===== src/rtl/yuv_pkg.sv =====
package yuv_pkg;
  localparam int TILE_PIX    = 16;
  localparam int TILE_CHROMA = TILE_PIX / 2;
  localparam int CHUNK_BYTES = 3 * TILE_PIX;

  typedef logic [CHUNK_BYTES-1:0][7:0] chunk_t;
  typedef logic [TILE_PIX-1:0][7:0]    luma_row_t;
  typedef logic [TILE_CHROMA-1:0][7:0] chroma_row_t;

  typedef enum logic [1:0] {PH_Y0, PH_U, PH_Y1, PH_V} phase_e;
endpackage


===== src/rtl/yuv_line_store.sv =====
module yuv_line_store
  import yuv_pkg::*;
#(
  parameter int WIDTH = 32
) (
  input  logic                            clk_i,
  input  logic                            wr_en_i,
  input  logic [$clog2(2*WIDTH)-1:0]      wr_idx_i,
  input  logic [7:0]                      wr_data_i,
  input  logic [((WIDTH/TILE_PIX)>1 ? $clog2(WIDTH/TILE_PIX) : 1)-1:0] rd_tile_i,
  output luma_row_t                       up_y_o,
  output chroma_row_t                     up_u_o,
  output chroma_row_t                     up_v_o
);
  localparam int IDX_W = $clog2(2*WIDTH);
  localparam int Y_AW  = IDX_W - 1;
  localparam int C_AW  = IDX_W - 2;

  logic [7:0] ybuf [WIDTH];
  logic [7:0] ubuf [WIDTH/2];
  logic [7:0] vbuf [WIDTH/2];

  phase_e wr_ph;
  assign wr_ph = phase_e'(wr_idx_i[1:0]);

  always_ff @(posedge clk_i) begin
    if (wr_en_i) begin
      unique case (wr_ph)
        PH_Y0, PH_Y1: ybuf[wr_idx_i[IDX_W-1:1]] <= wr_data_i;
        PH_U:         ubuf[wr_idx_i[IDX_W-1:2]] <= wr_data_i;
        PH_V:         vbuf[wr_idx_i[IDX_W-1:2]] <= wr_data_i;
        default: ;
      endcase
    end
  end

  always_comb begin
    for (int i = 0; i < TILE_PIX; i++)
      up_y_o[i] = ybuf[Y_AW'(int'(rd_tile_i) * TILE_PIX + i)];
    for (int j = 0; j < TILE_CHROMA; j++) begin
      up_u_o[j] = ubuf[C_AW'(int'(rd_tile_i) * TILE_CHROMA + j)];
      up_v_o[j] = vbuf[C_AW'(int'(rd_tile_i) * TILE_CHROMA + j)];
    end
  end
endmodule


===== src/rtl/yuv_chunk_fifo.sv =====
module yuv_chunk_fifo
  import yuv_pkg::*;
#(
  parameter int DEPTH = 2
) (
  input  logic       clk_i,
  input  logic       rst_ni,
  input  logic       push_i,
  input  chunk_t     chunk_i,
  output logic       full_o,
  output logic       out_valid_o,
  output logic [7:0] out_data_o,
  input  logic       out_ready_i
);
  localparam int PTR_W = (DEPTH > 1) ? $clog2(DEPTH) : 1;
  localparam int CNT_W = $clog2(DEPTH + 1);
  localparam int BI_W  = $clog2(CHUNK_BYTES);

  chunk_t             mem [DEPTH];
  logic [PTR_W-1:0]   wr_ptr, rd_ptr;
  logic [CNT_W-1:0]   count;
  logic [BI_W-1:0]    byte_idx;
  logic               pop_byte, pop_chunk;

  assign full_o      = (count == CNT_W'(DEPTH));
  assign out_valid_o = (count != '0);
  assign out_data_o  = mem[rd_ptr][byte_idx];
  assign pop_byte    = out_valid_o & out_ready_i;
  assign pop_chunk   = pop_byte & (byte_idx == BI_W'(CHUNK_BYTES - 1));

  function automatic logic [PTR_W-1:0] nxt(input logic [PTR_W-1:0] p);
    return (p == PTR_W'(DEPTH - 1)) ? '0 : p + 1'b1;
  endfunction

  always_ff @(posedge clk_i) begin
    if (push_i) mem[wr_ptr] <= chunk_i;
  end

  always_ff @(posedge clk_i or negedge rst_ni) begin
    if (!rst_ni) begin
      wr_ptr   <= '0;
      rd_ptr   <= '0;
      count    <= '0;
      byte_idx <= '0;
    end else begin
      if (push_i) wr_ptr <= nxt(wr_ptr);
      if (pop_chunk) begin
        rd_ptr   <= nxt(rd_ptr);
        byte_idx <= '0;
      end else if (pop_byte) begin
        byte_idx <= byte_idx + 1'b1;
      end
      count <= count + CNT_W'(push_i) - CNT_W'(pop_chunk);
    end
  end

  // a stalled byte must not change
  a_r8_stall_hold: assert property (@(posedge clk_i) disable iff (!rst_ni)
    out_valid_o && !out_ready_i |=> out_valid_o && $stable(out_data_o));

  // the producer must gate pushes on full
  a_r9_no_push_full: assert property (@(posedge clk_i) disable iff (!rst_ni)
    push_i |-> count < CNT_W'(DEPTH));

  // a chunk leaves only after its last byte is taken
  a_r5_chunk_boundary: assert property (@(posedge clk_i) disable iff (!rst_ni)
    out_valid_o && !(pop_byte && byte_idx == BI_W'(CHUNK_BYTES - 1)) |=> out_valid_o);
endmodule


===== src/rtl/yuv_tile_packer.sv =====
module yuv_tile_packer
  import yuv_pkg::*;
#(
  parameter int WIDTH = 32,
  parameter int DEPTH = 2
) (
  input  logic       clk_i,
  input  logic       rst_ni,
  input  logic       pix_valid_i,
  input  logic [7:0] pix_data_i,
  input  logic       line_valid_i,
  input  logic       frame_start_i,
  output logic       out_valid_o,
  output logic [7:0] out_data_o,
  input  logic       out_ready_i,
  output logic       len_err_o,
  output logic       overflow_o
);
  localparam int LINE_BYTES = 2 * WIDTH;
  localparam int TILES      = WIDTH / TILE_PIX;
  localparam int CNT_W      = $clog2(LINE_BYTES + 1);
  localparam int IDX_W      = $clog2(LINE_BYTES);
  localparam int TILE_W     = (TILES > 1) ? $clog2(TILES) : 1;

  logic             lv_q, odd_q, over_q, len_err_q, ovf_q;
  logic [CNT_W-1:0] cnt_q;
  luma_row_t        low_y_q;
  logic             acc, line_end, tile_done, fifo_full;
  luma_row_t        up_y;
  chroma_row_t      up_u, up_v;
  chunk_t           chunk;

  assign acc       = pix_valid_i & line_valid_i & (cnt_q < CNT_W'(LINE_BYTES));
  assign line_end  = lv_q & ~line_valid_i;
  // last byte (V) of a 16-pixel group on the lower row
  assign tile_done = acc & odd_q & (cnt_q[4:0] == 5'd31);

  always_ff @(posedge clk_i or negedge rst_ni) begin
    if (!rst_ni) begin
      lv_q      <= 1'b0;
      odd_q     <= 1'b0;
      over_q    <= 1'b0;
      len_err_q <= 1'b0;
      ovf_q     <= 1'b0;
      cnt_q     <= '0;
    end else begin
      lv_q <= line_valid_i;
      if (frame_start_i) begin
        cnt_q  <= '0;
        odd_q  <= 1'b0;
        over_q <= 1'b0;
      end else if (line_end) begin
        cnt_q  <= '0;
        over_q <= 1'b0;
        if (over_q || cnt_q != CNT_W'(LINE_BYTES)) begin
          len_err_q <= 1'b1;
          odd_q     <= 1'b0;
        end else begin
          odd_q <= ~odd_q;
        end
      end else begin
        if (acc) cnt_q <= cnt_q + 1'b1;
        if (pix_valid_i && line_valid_i && !acc) over_q <= 1'b1;
      end
      if (tile_done && fifo_full) ovf_q <= 1'b1;
    end
  end

  always_ff @(posedge clk_i or negedge rst_ni) begin
    if (!rst_ni) low_y_q <= '0;
    else if (acc && odd_q && !cnt_q[0]) low_y_q[cnt_q[4:1]] <= pix_data_i;
  end

  yuv_line_store #(.WIDTH(WIDTH)) u_line_store (
    .clk_i    (clk_i),
    .wr_en_i  (acc & ~odd_q),
    .wr_idx_i (cnt_q[IDX_W-1:0]),
    .wr_data_i(pix_data_i),
    .rd_tile_i(TILE_W'(cnt_q >> 5)),
    .up_y_o   (up_y),
    .up_u_o   (up_u),
    .up_v_o   (up_v)
  );

  always_comb begin
    for (int k = 0; k < TILE_PIX; k++) begin
      chunk[k]            = up_y[TILE_PIX-1-k];
      chunk[TILE_PIX + k] = low_y_q[TILE_PIX-1-k];
    end
    for (int j = 0; j < TILE_CHROMA; j++) begin
      chunk[2*TILE_PIX + j]               = up_u[TILE_CHROMA-1-j];
      chunk[2*TILE_PIX + TILE_CHROMA + j] = up_v[TILE_CHROMA-1-j];
    end
  end

  yuv_chunk_fifo #(.DEPTH(DEPTH)) u_fifo (
    .clk_i      (clk_i),
    .rst_ni     (rst_ni),
    .push_i     (tile_done & ~fifo_full),
    .chunk_i    (chunk),
    .full_o     (fifo_full),
    .out_valid_o(out_valid_o),
    .out_data_o (out_data_o),
    .out_ready_i(out_ready_i)
  );

  assign len_err_o  = len_err_q;
  assign overflow_o = ovf_q;

  a_r7_err_sticky: assert property (@(posedge clk_i) disable iff (!rst_ni)
    len_err_o |=> len_err_o);

  a_r9_ovf_sticky: assert property (@(posedge clk_i) disable iff (!rst_ni)
    overflow_o |=> overflow_o);

  a_r7_cnt_bound: assert property (@(posedge clk_i) disable iff (!rst_ni)
    cnt_q <= CNT_W'(LINE_BYTES));

  // nothing is emitted while only upper rows have been seen since reset
  a_r5_no_out_before_pair: assert property (@(posedge clk_i) disable iff (!rst_ni)
    !out_valid_o && !odd_q |=> !out_valid_o);
endmodule


===== config.mk =====
export PLATFORM = sky130hd
export DESIGN_NAME = yuv_tile_packer
export DESIGN_NICKNAME = d
export VERILOG_FILES = /design/src/rtl/yuv_pkg.sv /design/src/rtl/yuv_line_store.sv /design/src/rtl/yuv_chunk_fifo.sv /design/src/rtl/yuv_tile_packer.sv
export SDC_FILE = /design/constraint.sdc
export NUM_CORES = 1
export LEC_CHECK = 0
export ABC_CLOCK_PERIOD_IN_PS = 51300
export CAP_MARGIN = 25
export CORE_MARGIN = 1
export CORE_UTILIZATION = 55
export DETAILED_ROUTE_END_ITERATION = 12
export GPL_TIMING_DRIVEN = 0
export PLACE_DENSITY = 0.77
export REMOVE_ABC_BUFFERS = 1
export SETUP_SLACK_MARGIN = 0.05
export SLEW_MARGIN = 25
export SYNTH_ARGS = -nofsm -noshare
export SYNTH_HDL_FRONTEND = slang
export SYNTH_SLANG_ARGS = --single-unit

===== constraint.sdc =====
create_clock -name clk_i -period 51.3 [get_ports clk_i]
set_input_delay 10.26 -clock clk_i [delete_from_list [all_inputs] [get_ports clk_i]]
set_output_delay 10.26 -clock clk_i [all_outputs]
set_load 0.005 [all_outputs]

==> summary.txt, run 1 <==
Clocking
  – Worst-path clk slew: 60 ps
  – CTS tree: done
  – H-tree levels: 4
  – CTS resizes: 0
  – Skew-Pair Late Insertion Delay: 750 ps
  – Clk buf depth: 3
  – Total CTS buffers: 137
  – Cts hold-fix bufs: 0
  – Clock sink count: 1,430
  – Post-CTS Setup Bufs: 0
  – CTS Root Buffer Type: clkbuf_16

Timing
  – Rel. slew slack: 26.85%
  – Measured slew at the worst slew-check pin: 1093 ps
  – Final worst-path cycle share: 29.35%
  – Max-slew violations: 0
  – RSZ-0062 raised after global routing: false
  – Hold_ws: 453.2 ps
  – Final Hold Viols: 0
  – Highest clock rate: 0.06641 GHz
  – Clk_skew: 26.51 ps
  – Final setup violation count: 0
  – Final worst path period need: 15,060 ps

Floorplan
  – Die Area: 99,880 µm²
  – Starting Density: 55.84%
  – Vert. Die Dim: 316.0 µm
  – Core Footprint: 97,140 µm²
  – I/O pin count: 25
  – Core Rows: 114
  – Die Span X: 316.0 µm

Worst hold path
  – Worst hold path type: register to register

Power
  – Total power: 2.259 mW
  – Pleak: 20.69 nW
  – PwrDens: 36.87 nW/µm²
  – Peak VDD IR: 0.00002798 V

Global routing
  – Initial antenna violation count: 4
  – Largest net degree at the start of global routing: 83
  – Vias in the first global route: 27,090
  – Grt total ovfl: 0
  – First-pass GRT wire length: 170.7 mm
  – Total GRT Usage: 23.44%

Worst setup path
  – Req. time, crit path: 41,040 ps
  – Critical path launch point type: register
  – Crit path DAT: 4800 ps
  – Critical path's slowest cell: dfrtp_2
  – CP Cell Sequence: nand3_2 > o221ai_1 > a21oi_1 > a221oi_1 > a211o_1 > clkdlybuf4s50_1
  – CP Max Fanout: 24
  – Crit path kind: register to output port
  – CP Capture Type: output port
  – CP max stage delay: 1000 ps

Logic synthesis
  – Yosys warnings: 0
  – Asr flop ratio synth: 10.49%
  – Synthesized cell area: 54,240 µm²
  – Avg Cell Area, Syn: 20.87 µm²
  – Sequential share of the synthesized area: 77.79%
  – Adder-Cell Fraction of Synth Area: 0.1615%
  – Synth unique cells: 58
  – Synth Register Bits: 1,430
  – Post-synth EDFFs: 1,280
  – Simple-Gate Fraction of Synth Area: 1.774%
  – Synth Instances: 2,599
  – Complex-gate fraction of the synthesized area: 2.219%
  – Synth Flop Type: edfxtp_1
  – Mux contribution to synthesized area: 16.58%
  – Largest family of logic cells by synthesized area: multiplexers
  – Xor/xnor share of the synthesized area: 0.1615%

Detailed routing
  – DR iter-0 viols: 2,749
  – Post-route ant nets: 0
  – DRC: 1
  – Routed via count: 25,700
  – Via/cell ratio: 6.235
  – Wire length per cell: 27.71 µm
  – TritonRoute pass-1 iters: 9
  – DRT Wirelength: 114.2 mm

Layout
  – Final instance area: 61,260 µm²
  – Most common cell after layout, fill and taps aside: edfxtp_1
  – Diodes inserted: 0
  – Layout cells sized above 1: 29.66%
  – Area grow syn2layout: 12.95%
  – Final nets: 2,757
  – Post-Layout Cell Count: 4,122
  – Most frequent cells in the layout: 1,280 x edfxtp_1, 389 x mux2_2, 144 x dfrtp_1

Status
  – Failing checks: DRC
  – Outcome: finished, violations left

Run
  – Max Cap Viol: 0

Place
  – I/O Buffers: 24
  – DP Area: 56,880 µm²
  – Placed cells: 3,873
  – GPL Wtd Cong: 0.8171
  – Half-perimeter wire length after placement: 69.22 mm
==> cells by family after synthesis <==
logic type,after synthesis
AO/OA/AOI/OAI,165
XOR/XNOR,10
flip-flops,1430
adder cells (fa/ha/maj),7
AND/OR/NAND/NOR,207
multiplexers,651
buffers and inverters,129
==> through the flow <==
stage	worst slack [ps]	setup TNS, ps	utilization [%]
after floorplan	13260	0	-
after global placement	-2577	-984430	57.02
after detailed placement	36910	0	58.56
after CTS	36050	0	63.06
after global routing	36180	0	63.07
final	36240	0	63.07
==> metal layers <==
metal / part of all wire (%) / vias to the layer above / track usage (%)
li1: - / 10790 / -
met4: 3.3 / 2 / 8.751
met1: 39 / 13530 / 31.28
met5: 0.011 / - / 0
met2: 50 / 1137 / 38.96
met3: 7.1 / 240 / 4.147
==> sequential cells by signal, indices dropped and copies added (netlist names), 2 cells and up <==
register / cells
chunk: 128
cnt_q: 7
u_fifo.byte_idx: 6
u_fifo.count: 2
u_fifo.mem: 768
u_line_store.ubuf: 128
u_line_store.vbuf: 128
u_line_store.ybuf: 256
==> worst max-delay path: cells and delay by family (launching register included) <==
kind                   cells  cell delay [ps]
AOI/OAI and AO/OA          4             1710
buffers and inverters      1              520
DFF                        1             1000
and+or+nand+nor            1              810
==> cells in the mapped netlist (4+ instances only) <==
cell type  count  area (µm²)
o22ai_1       13       81.33
nor2_2         9       56.30
a211o_1       11       96.34
inv_1          6       22.52
o21ai_0       20       100.1
mux2_1        14       157.7
buf_2         16       80.08
nor3_1         5       25.02
nor2b_1       13       81.33
or2_2          5       31.28
mux4_2       133        2995
nand3_1       14       70.07
buf_1         12       45.04
nand2_1       48       180.2
a221oi_1      29       254.0
xor2_1         5       43.79
o21ai_1        4       20.02
buf_6         15       168.9
mux2i_1       96       960.9
o21a_1        12       90.09
ha_1           7       87.58
o221ai_1      10       87.58
edfxtp_1    1280       38440
clkbuf_1      68       255.2
nor2_1        84       315.3
o211ai_1      18       135.1
mux4_1        19       499.2
xnor2_1        5       43.79
buf_4          6       45.04
a21oi_1       21       105.1
a22o_1         6       52.55
nand2b_1      11       68.82
dfrtp_1      150        3754
mux2_2       389        4380
a22oi_1        6       45.04
==> worst paths after layout <==
| check | start | end | slack [ps] | cells after the start |
|---|---|---|---|---|
| min | chunk[203] | u_fifo.mem[1][203] | 450 | 0 |
| max reg2reg | cnt_q[1] | u_fifo.mem[0][124] | 47790 | 12 |
| min reg2reg | chunk[203] | u_fifo.mem[1][203] | 450 | 0 |
| max | u_fifo.byte_idx[1] | out_data_o[2] | 36240 | 6 |
| min in group asynchronous | rst_ni | chunk[128] | 9470 | 1 |
| max in group asynchronous | rst_ni | chunk[207] | 40970 | 2 |
==> final cells by class <==
type                    instances  area [µm²]
repair buffers                121        1677
inverters                       6       25.02
clock inverters                60       613.1
flip-flops and latches       1430       42210
clock buffers                 189        3756
multi-input cells            1040       11380
well taps                    1276        1597
fillers                      6144       35880
==> report_power, final <==
part | total, mW | leakage (nW) | switching [mW] | internal [mW]
logic | 0.0177 | 4.32 | 0.0144 | 0.00333
registers | 1.26 | 14.3 | 0.000199 | 1.26
clock network | 0.982 | 2.11 | 0.425 | 0.557
total | 2.26 | 20.7 | 0.439 | 1.82
Power figures use the tool's default switching activity.
==> run 2: changes to the inputs <==
ABC_CLOCK_PERIOD_IN_PS = 12400   (was 51300)
PLACE_DENSITY = 0.79   (was 0.77)
clock period = 12.4 ns   (was 51.3 ns; I/O delays follow)
==> summary.txt, run 2 (synthesis results as in run 1) <==
Clocking
  – Worst-path clk slew: 60 ps (about the same)
  – Skew-Pair Late Insertion Delay: 730 ps (was 750 ps)
  – Total CTS buffers: 139 (was 137)
  – H-tree levels: 4 (unchanged)
  – Post-CTS Setup Bufs: 0 (unchanged)
  – CTS resizes: 0 (unchanged)
  – CTS Root Buffer Type: clkbuf_16 (unchanged)
  – Clk buf depth: 3 (unchanged)
  – CTS tree: done (unchanged)
  – Clock sink count: 1,430 (unchanged)
  – Cts hold-fix bufs: 0 (unchanged)

Detailed routing
  – TritonRoute pass-1 iters: 6 (was 9)
  – Routed via count: 25,860 (was 25,700)
  – Via/cell ratio: 6.278 (was 6.235)
  – DRC: 0 (was 1)
  – Wire length per cell: 28.09 µm (was 27.71 µm)
  – Post-route ant nets: 0 (unchanged)
  – DR iter-0 viols: 2,736 (was 2,749)
  – DRT Wirelength: 115.7 mm (was 114.2 mm)

Timing
  – Highest clock rate: 0.1349 GHz
  – Final setup violation count: 0 (unchanged)
  – Final worst-path cycle share: 59.77%
  – Final worst path period need: 7412 ps
  – Final Hold Viols: 0 (unchanged)
  – Measured slew at the worst slew-check pin: 1092 ps (was 1093 ps)
  – Max-slew violations: 0 (unchanged)
  – Rel. slew slack: 27.21% (was 26.85%)
  – RSZ-0062 raised after global routing: false (unchanged)
  – Clk_skew: 28.55 ps (was 26.51 ps)

Worst setup path
  – Crit path DAT: 4930 ps (was 4800 ps)
  – Critical path's slowest cell: dfrtp_2 (unchanged)
  – Crit path kind: register to output port (unchanged)
  – CP Capture Type: output port (unchanged)
  – Worst setup path endpoint: out_data_o[4] (was out_data_o[2])
  – R2r setup slk: 8990 ps (was 47,790 ps)
  – Critical path's top delay family: compound AO/OA/AOI/OAI gates (unchanged)
  – CP Max Fanout: 24 (unchanged)
  – CP max stage delay: 1020 ps (was 1000 ps)
  – CP Cell Sequence: nand3_2 > o221ai_1 > a21oi_1 > a221oi_1 > a211o_1 > clkdlybuf4s50_1 (unchanged)
  – CP Depth: 6 (unchanged)
  – Worst path bufs/invs: 1 (unchanged)
  – Setup crit start: u_fifo.byte_idx[1] (unchanged)
  – R2R cell count: 9 (was 12)
  – Req. time, crit path: 9920 ps (was 41,040 ps)
  – Worst r2r src: cnt_q[1] (unchanged)
  – R2R Path End: u_fifo.mem[1][117] (was u_fifo.mem[0][124])
  – Critical path launch point type: register (unchanged)

Layout
  – Area occupied by multi-input gates: 11,380 µm² (about the same)
  – Diodes inserted: 0 (unchanged)
  – Final instance area: 61,210 µm² (was 61,260 µm²)
  – Most common cell after layout, fill and taps aside: edfxtp_1 (unchanged)
  – Final nets: 2,757 (unchanged)
  – Most frequent cells in the layout: 1,280 x edfxtp_1, 389 x mux2_2, 144 x dfrtp_1 (unchanged)
  – Area grow syn2layout: 12.84% (was 12.95%)
  – Reg area: 42,210 µm² (unchanged)
  – Post-Layout Cell Count: 4,120 (was 4,122)
  – Reg with most FFs: u_fifo.mem (unchanged)
  – Layout cells sized above 1: 29.96% (was 29.66%)
  – Filler cell count in the final layout: 6,073 (was 6,144)
  – Largest register FFs: 768 (unchanged)

Place
  – GPL Wtd Cong: 0.8113 (was 0.8171)
  – Half-perimeter wire length after placement: 69.05 mm (was 69.22 mm)
  – DP Area: 56,870 µm² (was 56,880 µm²)
  – Placed cells: 3,870 (was 3,873)
  – I/O Buffers: 24 (unchanged)

Global routing
  – Largest net degree at the start of global routing: 71 (was 83)
  – Grt total ovfl: 0 (unchanged)
  – Initial antenna violation count: 1 (was 4)
  – Vias in the first global route: 27,250 (was 27,090)
  – First-pass GRT wire length: 171.6 mm (was 170.7 mm)
  – Total GRT Usage: 23.67% (was 23.44%)

Floorplan
  – Core Footprint: 97,140 µm² (unchanged)
  – Vert. Die Dim: 316.0 µm (unchanged)
  – Core Rows: 114 (unchanged)
  – I/O pin count: 25 (unchanged)
  – Die Span X: 316.0 µm (unchanged)
  – Starting Density: 55.84% (unchanged)
  – Die Area: 99,880 µm² (unchanged)

Run
  – Max Cap Viol: 0 (unchanged)

Power
  – Pleak: 20.67 nW (was 20.69 nW)
  – PwrDens: 152.0 nW/µm² (was 36.87 nW/µm²)
  – Peak VDD IR: 0.0001855 V (was 0.00002798 V)

Status
  – Outcome: finished clean (was finished, violations left)

Worst hold path
  – Worst hold path type: register to register (unchanged)
run 2: cell types whose count changed in the layout (fill, tap and decap cells not counted), moves of 4 or more:
| cell | previous run | this run |
|---|---|---|
| buf_4 | 52 | 46 |
| clkinv_2 | 10 | 18 |
| clkbuf_1 | 41 | 32 |
| inv_6 | 3 | 8 |
| clkinvlp_4 | 2 | 6 |
run 2: worst reg2reg max path: cells and delay by family, from the launching register on:
| kind | cells | cell delay, ps |
|---|---|---|
| and+or+nand+nor | 4 | 1170 |
| buffers and inverters | 3 | 880 |
| DFF | 1 | 490 |
| adders and majority gates | 2 | 480 |
run 2: routing by layer:
metal | routed length [µm] | GRT usage (%) | up-vias
li1 | - | - | 10780
met1 | 43380 | 30.69 | 13600
met2 | 59040 | 39.67 | 1235
met3 | 9535 | 4.748 | 245
met4 | 3779 | 9.310 | 2
met5 | 13 | 0 | -
run 2: per-stage QoR:
step | worst slack (ps) | power (mW) | hold WS [ps] | setup TNS, ps | utilization [%]
final | 4988 | 9.302 | 461.1 | 0 | 63.01
after global routing | 4917 | 9.527 | 472.3 | 0 | 63.01
after CTS | 4958 | 9.343 | 458.9 | 0 | 63.00
after detailed placement | 5770 | 5.384 | 447.6 | 0 | 58.55
after global placement | -33620 | 5.378 | 440.8 | - | 57.02
after floorplan | -17860 | 5.316 | 436.6 | -6941580 | -
run 2: how the worst min path moves through the flow:
stage	from	endpoint	cells after the start
after floorplan	chunk[184]	u_fifo.mem[0][184]	0
after global placement	chunk[235]	u_fifo.mem[0][235]	0
after detailed placement	chunk[219]	u_fifo.mem[1][219]	0
after CTS	chunk[169]	u_fifo.mem[1][169]	0
after global routing	chunk[169]	u_fifo.mem[0][169]	0
final	chunk[169]	u_fifo.mem[1][169]	0
run 2: final cells by class:
cell class,count,area share (%)
sequential,1430,68.96
multi-input combinational,1040,18.60
clock buffer,179,6.096
timing repair buffer,119,2.733
tap,1276,2.608
clock inverter,70,0.9608
inverter,6,0.04089
run 2: where the power goes:
group          internal (mW)  switching [mW]  total (mW)
Clock                   2.29            1.73        4.02
Combinational         0.0147          0.0597      0.0744
Sequential              5.21        0.000874        5.21
Total                   7.52            1.79        9.30
